===== config.mk =====
export PLATFORM = sky130hd
export DESIGN_NAME = dwrb_top
export DESIGN_NICKNAME = d
export VERILOG_FILES = /design/src/rtl/dwrb_pkg.sv /design/src/rtl/dwrb_slot_decode.sv /design/src/rtl/dwrb_mask_expand.sv /design/src/rtl/dwrb_entry_store.sv /design/src/rtl/dwrb_top.sv
export SDC_FILE = /design/constraint.sdc
export NUM_CORES = 1
export LEC_CHECK = 0
export ABC_AREA = 1
export BUFFER_PORTS_ARGS = -buffer_cell sky130_fd_sc_hd__buf_2
export CORE_ASPECT_RATIO = 1.75
export CORE_MARGIN = 3
export CORE_UTILIZATION = 54
export DETAILED_ROUTE_END_ITERATION = 8
export PLACE_DENSITY = 0.83
export SLEW_MARGIN = 20
export SYNTH_ARGS = -nofsm -noshare
export SYNTH_HDL_FRONTEND = slang
export SYNTH_SLANG_ARGS = --single-unit

===== constraint.sdc =====
create_clock -name clk -period 1.5 [get_ports clk]
set_clock_uncertainty 0.1 [all_clocks]
set_input_delay 0 -clock clk [delete_from_list [all_inputs] [get_ports clk]]
set_output_delay 0 -clock clk [all_outputs]
set_load 0.1 [all_outputs]

===== src/rtl/dwrb_pkg.sv =====
package dwrb_pkg;

    typedef enum logic [1:0] {
        OP_NOP  = 2'b00,
        OP_RD   = 2'b01,
        OP_WR   = 2'b10,
        OP_RSVD = 2'b11
    } col_op_e;

    typedef enum logic {
        ST_EMPTY = 1'b0,
        ST_HELD  = 1'b1
    } buf_state_e;

endpackage


===== src/rtl/dwrb_slot_decode.sv =====
module dwrb_slot_decode
    import dwrb_pkg::*;
#(
    parameter int DEV_W = 5
) (
    input  logic             slot_valid,
    input  logic [1:0]       slot_op,
    input  logic [DEV_W-1:0] slot_dev,
    input  logic [DEV_W-1:0] self_dev,
    output logic             take_new,
    output logic             may_retire
);
    logic    hit;
    col_op_e op;

    always_comb begin
        op         = col_op_e'(slot_op);
        hit        = (slot_dev == self_dev);
        take_new   = slot_valid && hit && (op == OP_WR);
        may_retire = slot_valid && !(hit && (op == OP_RD));
    end
endmodule


===== src/rtl/dwrb_mask_expand.sv =====
module dwrb_mask_expand #(
    parameter int LANES = 16
) (
    input  logic [LANES-1:0] lane_en_in,
    input  logic             use_mask,
    output logic [LANES-1:0] lane_en_out
);
    for (genvar g = 0; g < LANES; g++) begin : g_lane
        assign lane_en_out[g] = use_mask ? lane_en_in[g] : 1'b1;
    end
endmodule


===== src/rtl/dwrb_entry_store.sv =====
module dwrb_entry_store
    import dwrb_pkg::*;
#(
    parameter int BANK_W = 5,
    parameter int COL_W  = 6,
    parameter int LANES  = 16,
    localparam int DATA_W = LANES * 8
) (
    input  logic              clk,
    input  logic              rst_n,
    input  logic              take_new,
    input  logic              may_retire,
    input  logic [BANK_W-1:0] in_bank,
    input  logic [COL_W-1:0]  in_col,
    input  logic [DATA_W-1:0] in_data,
    input  logic [LANES-1:0]  in_mask,
    output logic              held,
    output logic              out_valid,
    output logic [BANK_W-1:0] out_bank,
    output logic [COL_W-1:0]  out_col,
    output logic [DATA_W-1:0] out_data,
    output logic [LANES-1:0]  out_mask
);
    buf_state_e state_q, state_d;
    logic              drain_now;
    logic [BANK_W-1:0] e_bank;
    logic [COL_W-1:0]  e_col;
    logic [DATA_W-1:0] e_data;
    logic [LANES-1:0]  e_mask;

    always_comb begin
        state_d   = state_q;
        drain_now = 1'b0;
        unique case (state_q)
            ST_EMPTY: begin
                if (take_new) state_d = ST_HELD;      // capture
            end
            ST_HELD: begin
                drain_now = may_retire;
                if (may_retire && !take_new) state_d = ST_EMPTY; // drain
                // swap and stall stay in ST_HELD
            end
            default: state_d = ST_EMPTY;
        endcase
    end

    always_ff @(posedge clk) begin
        if (!rst_n) state_q <= ST_EMPTY;
        else        state_q <= state_d;
    end

    always_ff @(posedge clk) begin
        if (!rst_n) begin
            e_bank    <= '0;
            e_col     <= '0;
            e_data    <= '0;
            e_mask    <= '0;
            out_valid <= 1'b0;
            out_bank  <= '0;
            out_col   <= '0;
            out_data  <= '0;
            out_mask  <= '0;
        end else begin
            out_valid <= drain_now;
            if (drain_now) begin
                out_bank <= e_bank;
                out_col  <= e_col;
                out_data <= e_data;
                out_mask <= e_mask;
            end
            if (take_new) begin
                e_bank <= in_bank;
                e_col  <= in_col;
                e_data <= in_data;
                e_mask <= in_mask;
            end
        end
    end

    always_comb held = (state_q == ST_HELD);

    p_empty_no_retire_r10: assert property (@(posedge clk) disable iff (!rst_n)
        !held |=> !out_valid);
    p_take_fills_r2: assert property (@(posedge clk) disable iff (!rst_n)
        take_new |=> held);
    p_hold_fields_r11: assert property (@(posedge clk) disable iff (!rst_n)
        !out_valid |-> ($stable(out_data) && $stable(out_mask) && $stable(out_bank) && $stable(out_col)));
endmodule


===== src/rtl/dwrb_top.sv =====
module dwrb_top
    import dwrb_pkg::*;
#(
    parameter int DEV_W  = 5,
    parameter int BANK_W = 5,
    parameter int COL_W  = 6,
    parameter int LANES  = 16,
    localparam int DATA_W = LANES * 8
) (
    input  logic              clk,
    input  logic              rst_n,
    input  logic [DEV_W-1:0]  my_dev,
    input  logic              col_valid,
    input  logic [1:0]        col_op,
    input  logic [DEV_W-1:0]  col_dev,
    input  logic [BANK_W-1:0] col_bank,
    input  logic [COL_W-1:0]  col_addr,
    input  logic [DATA_W-1:0] wr_data,
    input  logic [LANES-1:0]  wr_mask,
    input  logic              wr_masked,
    output logic              buf_valid,
    output logic              ret_valid,
    output logic [BANK_W-1:0] ret_bank,
    output logic [COL_W-1:0]  ret_addr,
    output logic [DATA_W-1:0] ret_data,
    output logic [LANES-1:0]  ret_mask
);
    logic             take_new, may_retire;
    logic [LANES-1:0] eff_mask;

    dwrb_slot_decode #(.DEV_W(DEV_W)) u_dec (
        .slot_valid (col_valid),
        .slot_op    (col_op),
        .slot_dev   (col_dev),
        .self_dev   (my_dev),
        .take_new   (take_new),
        .may_retire (may_retire)
    );

    dwrb_mask_expand #(.LANES(LANES)) u_mask (
        .lane_en_in  (wr_mask),
        .use_mask    (wr_masked),
        .lane_en_out (eff_mask)
    );

    dwrb_entry_store #(.BANK_W(BANK_W), .COL_W(COL_W), .LANES(LANES)) u_store (
        .clk        (clk),
        .rst_n      (rst_n),
        .take_new   (take_new),
        .may_retire (may_retire),
        .in_bank    (col_bank),
        .in_col     (col_addr),
        .in_data    (wr_data),
        .in_mask    (eff_mask),
        .held       (buf_valid),
        .out_valid  (ret_valid),
        .out_bank   (ret_bank),
        .out_col    (ret_addr),
        .out_data   (ret_data),
        .out_mask   (ret_mask)
    );

    p_own_read_blocks_r6: assert property (@(posedge clk) disable iff (!rst_n)
        (col_valid && col_op == 2'b01 && col_dev == my_dev) |=> !ret_valid);
    p_foreign_drains_r4: assert property (@(posedge clk) disable iff (!rst_n)
        (buf_valid && col_valid && col_dev != my_dev) |=> ret_valid);
    p_idle_quiet_r8: assert property (@(posedge clk) disable iff (!rst_n)
        !col_valid |=> (!ret_valid && $stable(buf_valid)));
    p_swap_keeps_r7: assert property (@(posedge clk) disable iff (!rst_n)
        (buf_valid && col_valid && col_op == 2'b10 && col_dev == my_dev) |=> (ret_valid && buf_valid));
endmodule


## Word level (Yosys, flattened, before mapping)

Index checks and enable logic that the tools add are counted.

- Muxes and demuxes: 20
- Equal/unequal tests: 3
- Bitwise operators: 1
- Reductions and logical operators: 7

Operators by type and width:

| operator | number |
|---|---|
| $mux W1 | 19 |
| $eq A5 B5 Y1 | 1 |
| $logic_and A1 B1 Y1 | 5 |
| $eq A2 B1 Y1 const B | 1 |
| $eq A2 B2 Y1 const B | 1 |
| $logic_not A1 Y1 | 2 |
| $pmux W1 S2 | 1 |
| $not A1 Y1 | 1 |

- Word-level logic and storage cells: 41
- Output and inout bits: 157
- Input port bits: 171
- Flip-flop bits (word level): 312

## Longest topological paths before layout

- Depth after elaboration: 7
- Depth in mapped cells: 11
- Gate-level depth less buffers: 9

## Hierarchy

From an unflattened synthesis, not the netlist that was laid out.

- Cell total of the unflattened synthesis: 1726
- Area total of the unflattened synthesis: 12022.8 um2

Modules (own cells, without submodules):

| module | cells an instance | sequential area each (um2) | instances | area an instance (um2) |
|---|---|---|---|---|
| dwrb_entry_store | 1661 | 6246.0 | 1 | 11741.3 |
| dwrb_mask_expand | 34 | 0.0 | 1 | 158.9 |
| dwrb_slot_decode | 31 | 0.0 | 1 | 122.6 |

## Worst setup path before layout

OpenSTA, ideal clock, no wires.

- Path type: flip-flop to flip-flop
- Start point: reg u_store.state_q (netlist: u_store.held)
- End point: reg u_store.out_data[74]
- Setup time: 0.110 ns
- Stages on the path, launching flop included: 6
- Data arrival time: 1.806 ns
- Setup slack: -0.516 ns
- Cells stage by stage: dfxtp_1 clkbuf_1 buf_1 nand4_1 nand2_1 nor2_1

- Longest elaborated chain between the ends: 1

RTL lines:

| item | line | text |
|---|---|---|
| start, declared | dwrb_entry_store.sv:24 | `buf_state_e state_q, state_d;` |
| start signal, assigned | dwrb_entry_store.sv:49 | `else state_q <= state_d;` |
| $mux W1 | dwrb_entry_store.sv:34 | `unique case (state_q)` |
| end signal, assigned | dwrb_entry_store.sv:68 | `out_data <= e_data;` |
| end, declared | dwrb_entry_store.sv:21 | `output logic [DATA_W-1:0] out_data,` |

No other way between the ends.
A chain may end at the register's enable or synchronous reset.

## Worst setup path after layout

- Start point: in col_dev[1]
- End point: reg u_store.e_col[5]

- Longest elaborated chain between the ends: 3

RTL lines:

| item | line | text |
|---|---|---|
| start, declared | dwrb_top.sv:15 | `input logic [DEV_W-1:0] col_dev,` |
| $eq A5 B5 Y1 | dwrb_slot_decode.sv:18 | `hit = (slot_dev == self_dev);` |
| $logic_and A1 B1 Y1 (2 in a row) | dwrb_slot_decode.sv:19 | `take_new = slot_valid && hit && (op == OP_WR);` |
| end signal, assigned | dwrb_entry_store.sv:73 | `e_col <= in_col;` |
| end, declared | dwrb_entry_store.sv:27 | `logic [COL_W-1:0] e_col;` |

No other way between the ends.

==> summary.md <==
| Metric | Value |
|---|---|
| Outcome | finished with violations |
| Violations in the final reports | negative hold slack, negative setup slack |
| Synth Flop Type | sky130_fd_sc_hd__dfxtp_1 |
| Clock tree from TritonCTS | built |
| Routed met1 length | 17.7 mm |
| Most frequent cell after synthesis | sky130_fd_sc_hd__inv_1 |
| Clock tree buffer depth | 3 |
| Leakage power summed over all cells | a little over 0.01 uW |
| Final global-route overflow total | 0 |
| Core area | 24,600 um^2 |
| First-pass iteration count of the detailed router | 6 |
| Total length of routed wires | 53.0 mm |
| Nets in the synthesized netlist | 2,205 |
| Crit Path Max Fanout | 10 |
| Fraction of final layout cells sized beyond drive strength 1 | 18.1% |
| Via count of the first global-routing pass | 15,500 |
| Remaining max-slew budget at the tightest pin | 64.6% |
| Post-synth ARST share | 0% |
| Power Total | 17,100 uW |
| Internal power | 13,200 uW |
| Routability cong. | 0.853 |
| Setup repair after global routing missed its margin | true |
| Final clock period utilization by the worst path | 112% |
| Hold violation total from the final report | 1 |
| Number of I/O pins | 328 |
| Post-detailed-route count of antenna-violating nets | 0 |
| Worst path required time | 1.89 ns |
| Worst-margin pin slew | 0.535 ns |
| Setup Viol. Count Final | 25 |
| Number of buffers inserted during clock tree synthesis | 28 |
| Number of DRC violations after detailed-routing iteration 0 | 1,891 |
| Pin count of the biggest net entering global routing | 99 |
| DRC | 0 |
| Post-synth top cells | 473 x sky130_fd_sc_hd__inv_1, 440 x sky130_fd_sc_hd__nor2_1, 336 x sky130_fd_sc_hd__nand2_1 |
| Root buffer selected by CTS | sky130_fd_sc_hd__clkbuf_16 |
| Final #Nets | 2,730 |
| Post-synthesis register bit count | 312 |
| Warnings, synthesis | 0 |
| Data arrival time of the worst path | a little over 2 ns |
| Kind of end point of the critical path | flop |
| Fin util | 79.5% |
| Layout area overhead | 44.5% |
| Initial standard-cell utilization of the core | 55.0% |
| Routed via count | roughly 16,000 |
| Register clock-pin slew on the reported worst setup and hold paths | 0.07 ns |
| Max rail drop VDD | 0.977 mV |
| Proportion of synthesized chip area in sequential cells | 46.1% |
| P_sw | 3930 uW |
| Max-capacitance violation count | 0 |
| Final max-slew violation count | 0 |
| Total die area | between 20,000 and 30,000 um^2 |
| Power density over the cells | 875 nW/um^2 |
| Final WS setup | -0.174 ns |
| Proportion of power drawn by flip-flops and latches | 48.6% |
| Post-synth cell types | 19 |
| Total clock sinks | 312 |
| I/O Buffers | 327 |
| Fraction of synthesized cell area taken by the top area cell type | 46.1% |
| Antenna violations before repair | 4 |
| Library cell with the largest summed area after synthesis | sky130_fd_sc_hd__dfxtp_1 |
| Number of H-tree levels | 1 |
| Post-Syn Area | between 10,000 and 15,000 um^2 |
| Post-Synthesis Mean Instance Area | between 6 and 7 um^2 |
| First-pass GRT wire length | approximately 77 mm |
| Sw Ratio | 22.9% |
| Total routing usage reported by global routing | between 30 and 40% |
| Minimum clock period | 1.67 ns |
| Achievable frequency | 0.598 GHz |
| Clock network power share | 44.0% |
| FP Rows | 76 |
| Min-delay worst type | in2reg |
| Count of flip-flops with a built-in enable after synthesis | 0 |
| Highest Signal Layer | met4 |
| Via/cell ratio | 5.46 |
| Overall die height | 215 um |
| Pre-CTS setup slack | -0.0505 ns |
| Routed wire length per instance | 18.3 um |
| Dominant cells by area after synthesis | sky130_fd_sc_hd__dfxtp_1 46%, sky130_fd_sc_hd__inv_1 13%, sky130_fd_sc_hd__nor2_1 12% |
| CP startpoint kind | input port |
| Met3 routed wirelength | 5.51 mm |
| Hold_ws | -0.0130 ns |
| Routed wire length on met2 | 25.6 mm |
| Proportion of power drawn by combinational gates | 7.4% |
| Post-DP HPWL | 24.2 mm |
| Worst-skew pair later-pin latency | 0.54 ns |
| Worst setup path category | in2reg |
| Horizontal die dimension | ~130 um |
| Synthesized instance count | 2,034 |
-- repair_timing --
action,in CTS,in global routing
cloned,1,12
endpoints found under the setup margin,6,112
hold buffers,256,0
pin swaps,0,19
hold endpoints to repair,306,0
buffers inserted,0,11
resized for setup,7,131
-- worst max-delay path, stage by stage --
cell                            delay, ns
sky130_fd_sc_hd__buf_2               0.11
sky130_fd_sc_hd__nand2_1             0.08
sky130_fd_sc_hd__inv_1               0.08
sky130_fd_sc_hd__nor2_1              0.05
sky130_fd_sc_hd__nor2_1              0.16
sky130_fd_sc_hd__nand3_2             0.12
sky130_fd_sc_hd__nor2_4              0.16
sky130_fd_sc_hd__buf_4               0.14
sky130_fd_sc_hd__buf_12              0.16
sky130_fd_sc_hd__clkbuf_16           0.18
sky130_fd_sc_hd__o21ai_1             0.09
sky130_fd_sc_hd__nor2_1              0.16
sky130_fd_sc_hd__dlygate4sd3_1       0.57
-- routing by layer --
metal	vias up	track usage [%]
met3	362	6.44
met5	-	0
met2	1253	59.5
li1	7089	-
met4	0	21.7
met1	7116	38.1
-- registers in the layout (all words and copies together), names as in the netlist --
name and flops:
u_store.e_bank 5, u_store.out_mask 16, u_store.out_bank 5, u_store.e_mask 16, u_store.e_col 6, u_store.out_valid 1
u_store.out_data 128, u_store.e_data 128, u_store.held 1, u_store.out_col 6
-- per-stage QoR --
step | instances | instance area (um^2) | TNS (ns)
global placement | 2580 | 15500 | -0.473
floorplan | 2034 | 13600 | -2.70
CTS | 2887 | 19100 | -0.00379
finish | 2895 | 19600 | -2.08
global route | 2895 | 19600 | -3.46
detailed placement | 2580 | 15500 | -0.989
-- kinds of logic after synthesis --
| family | synth area share [%] |
|---|---|
| buffers and inverters | 18.5 |
| DFF | 46.1 |
| AOI/OAI and AO/OA | 6.36 |
| and+or+nand+nor | 29.0 |
| xor gates and xnor gates | 0.0647 |
-- cell usage in the layout, fill, tap and decap left out, drive strengths merged --
cell / netlist / routed
nor2: 442 / 442
buf: 72 / 380
bufbuf: 0 / 1
diode: 0 / 4
dfxtp: 312 / 312
a21oi: 17 / 17
dlymetal6s4s: 0 / 55
nand2: 336 / 336
nand3: 3 / 3
nand4: 156 / 156
bufinv: 0 / 3
inv: 474 / 475
dlygate4sd3: 0 / 182
o21ai: 155 / 155
xnor2: 1 / 1
clkbuf: 65 / 55
clkinv: 1 / 4
clkinvlp: 0 / 2
-- power by group through the flow --
| stage | Sequential [uW] | Clock [uW] | Combinational, uW |
|---|---|---|---|
| after floorplan | 8570 | 0 | 352 |
| after global placement | 8510 | 0 | 803 |
| after detailed placement | 8510 | 0 | 802 |
| after CTS | 8320 | 7500 | 1150 |
| after global routing | 8320 | 7880 | 1340 |
| final | 8330 | 7530 | 1270 |
-- path summary, 6_finish.rpt --
| check | startpoint | cells past startpoint | slack, ns | to |
|---|---|---|---|---|
| max | col_dev[1] | 13 | -0.17 | u_store.e_col[5] |
| min reg2reg | u_store.e_mask[0] | 2 | 0.37 | u_store.e_mask[0] |
| max reg2reg | u_store.held | 4 | 0.04 | u_store.out_bank[4] |
| min | wr_masked | 4 | -0.01 | u_store.e_mask[14] |
-- area by class of cell --
| type | count | area (um^2) |
|---|---|---|
| inverter | 475 | 1790 |
| multi-input combinational | 1110 | 4890 |
| tap | 312 | 390 |
| sequential | 312 | 6250 |
| timing repair buffer | 631 | 5300 |
| clock buffer | 42 | 815 |
| timing repair inverter | 1 | 6.26 |
| antenna | 4 | 10.0 |
| clock inverter | 8 | 124 |
| fill | 1449 | 5060 |
(Power assumes the default switching activity.)
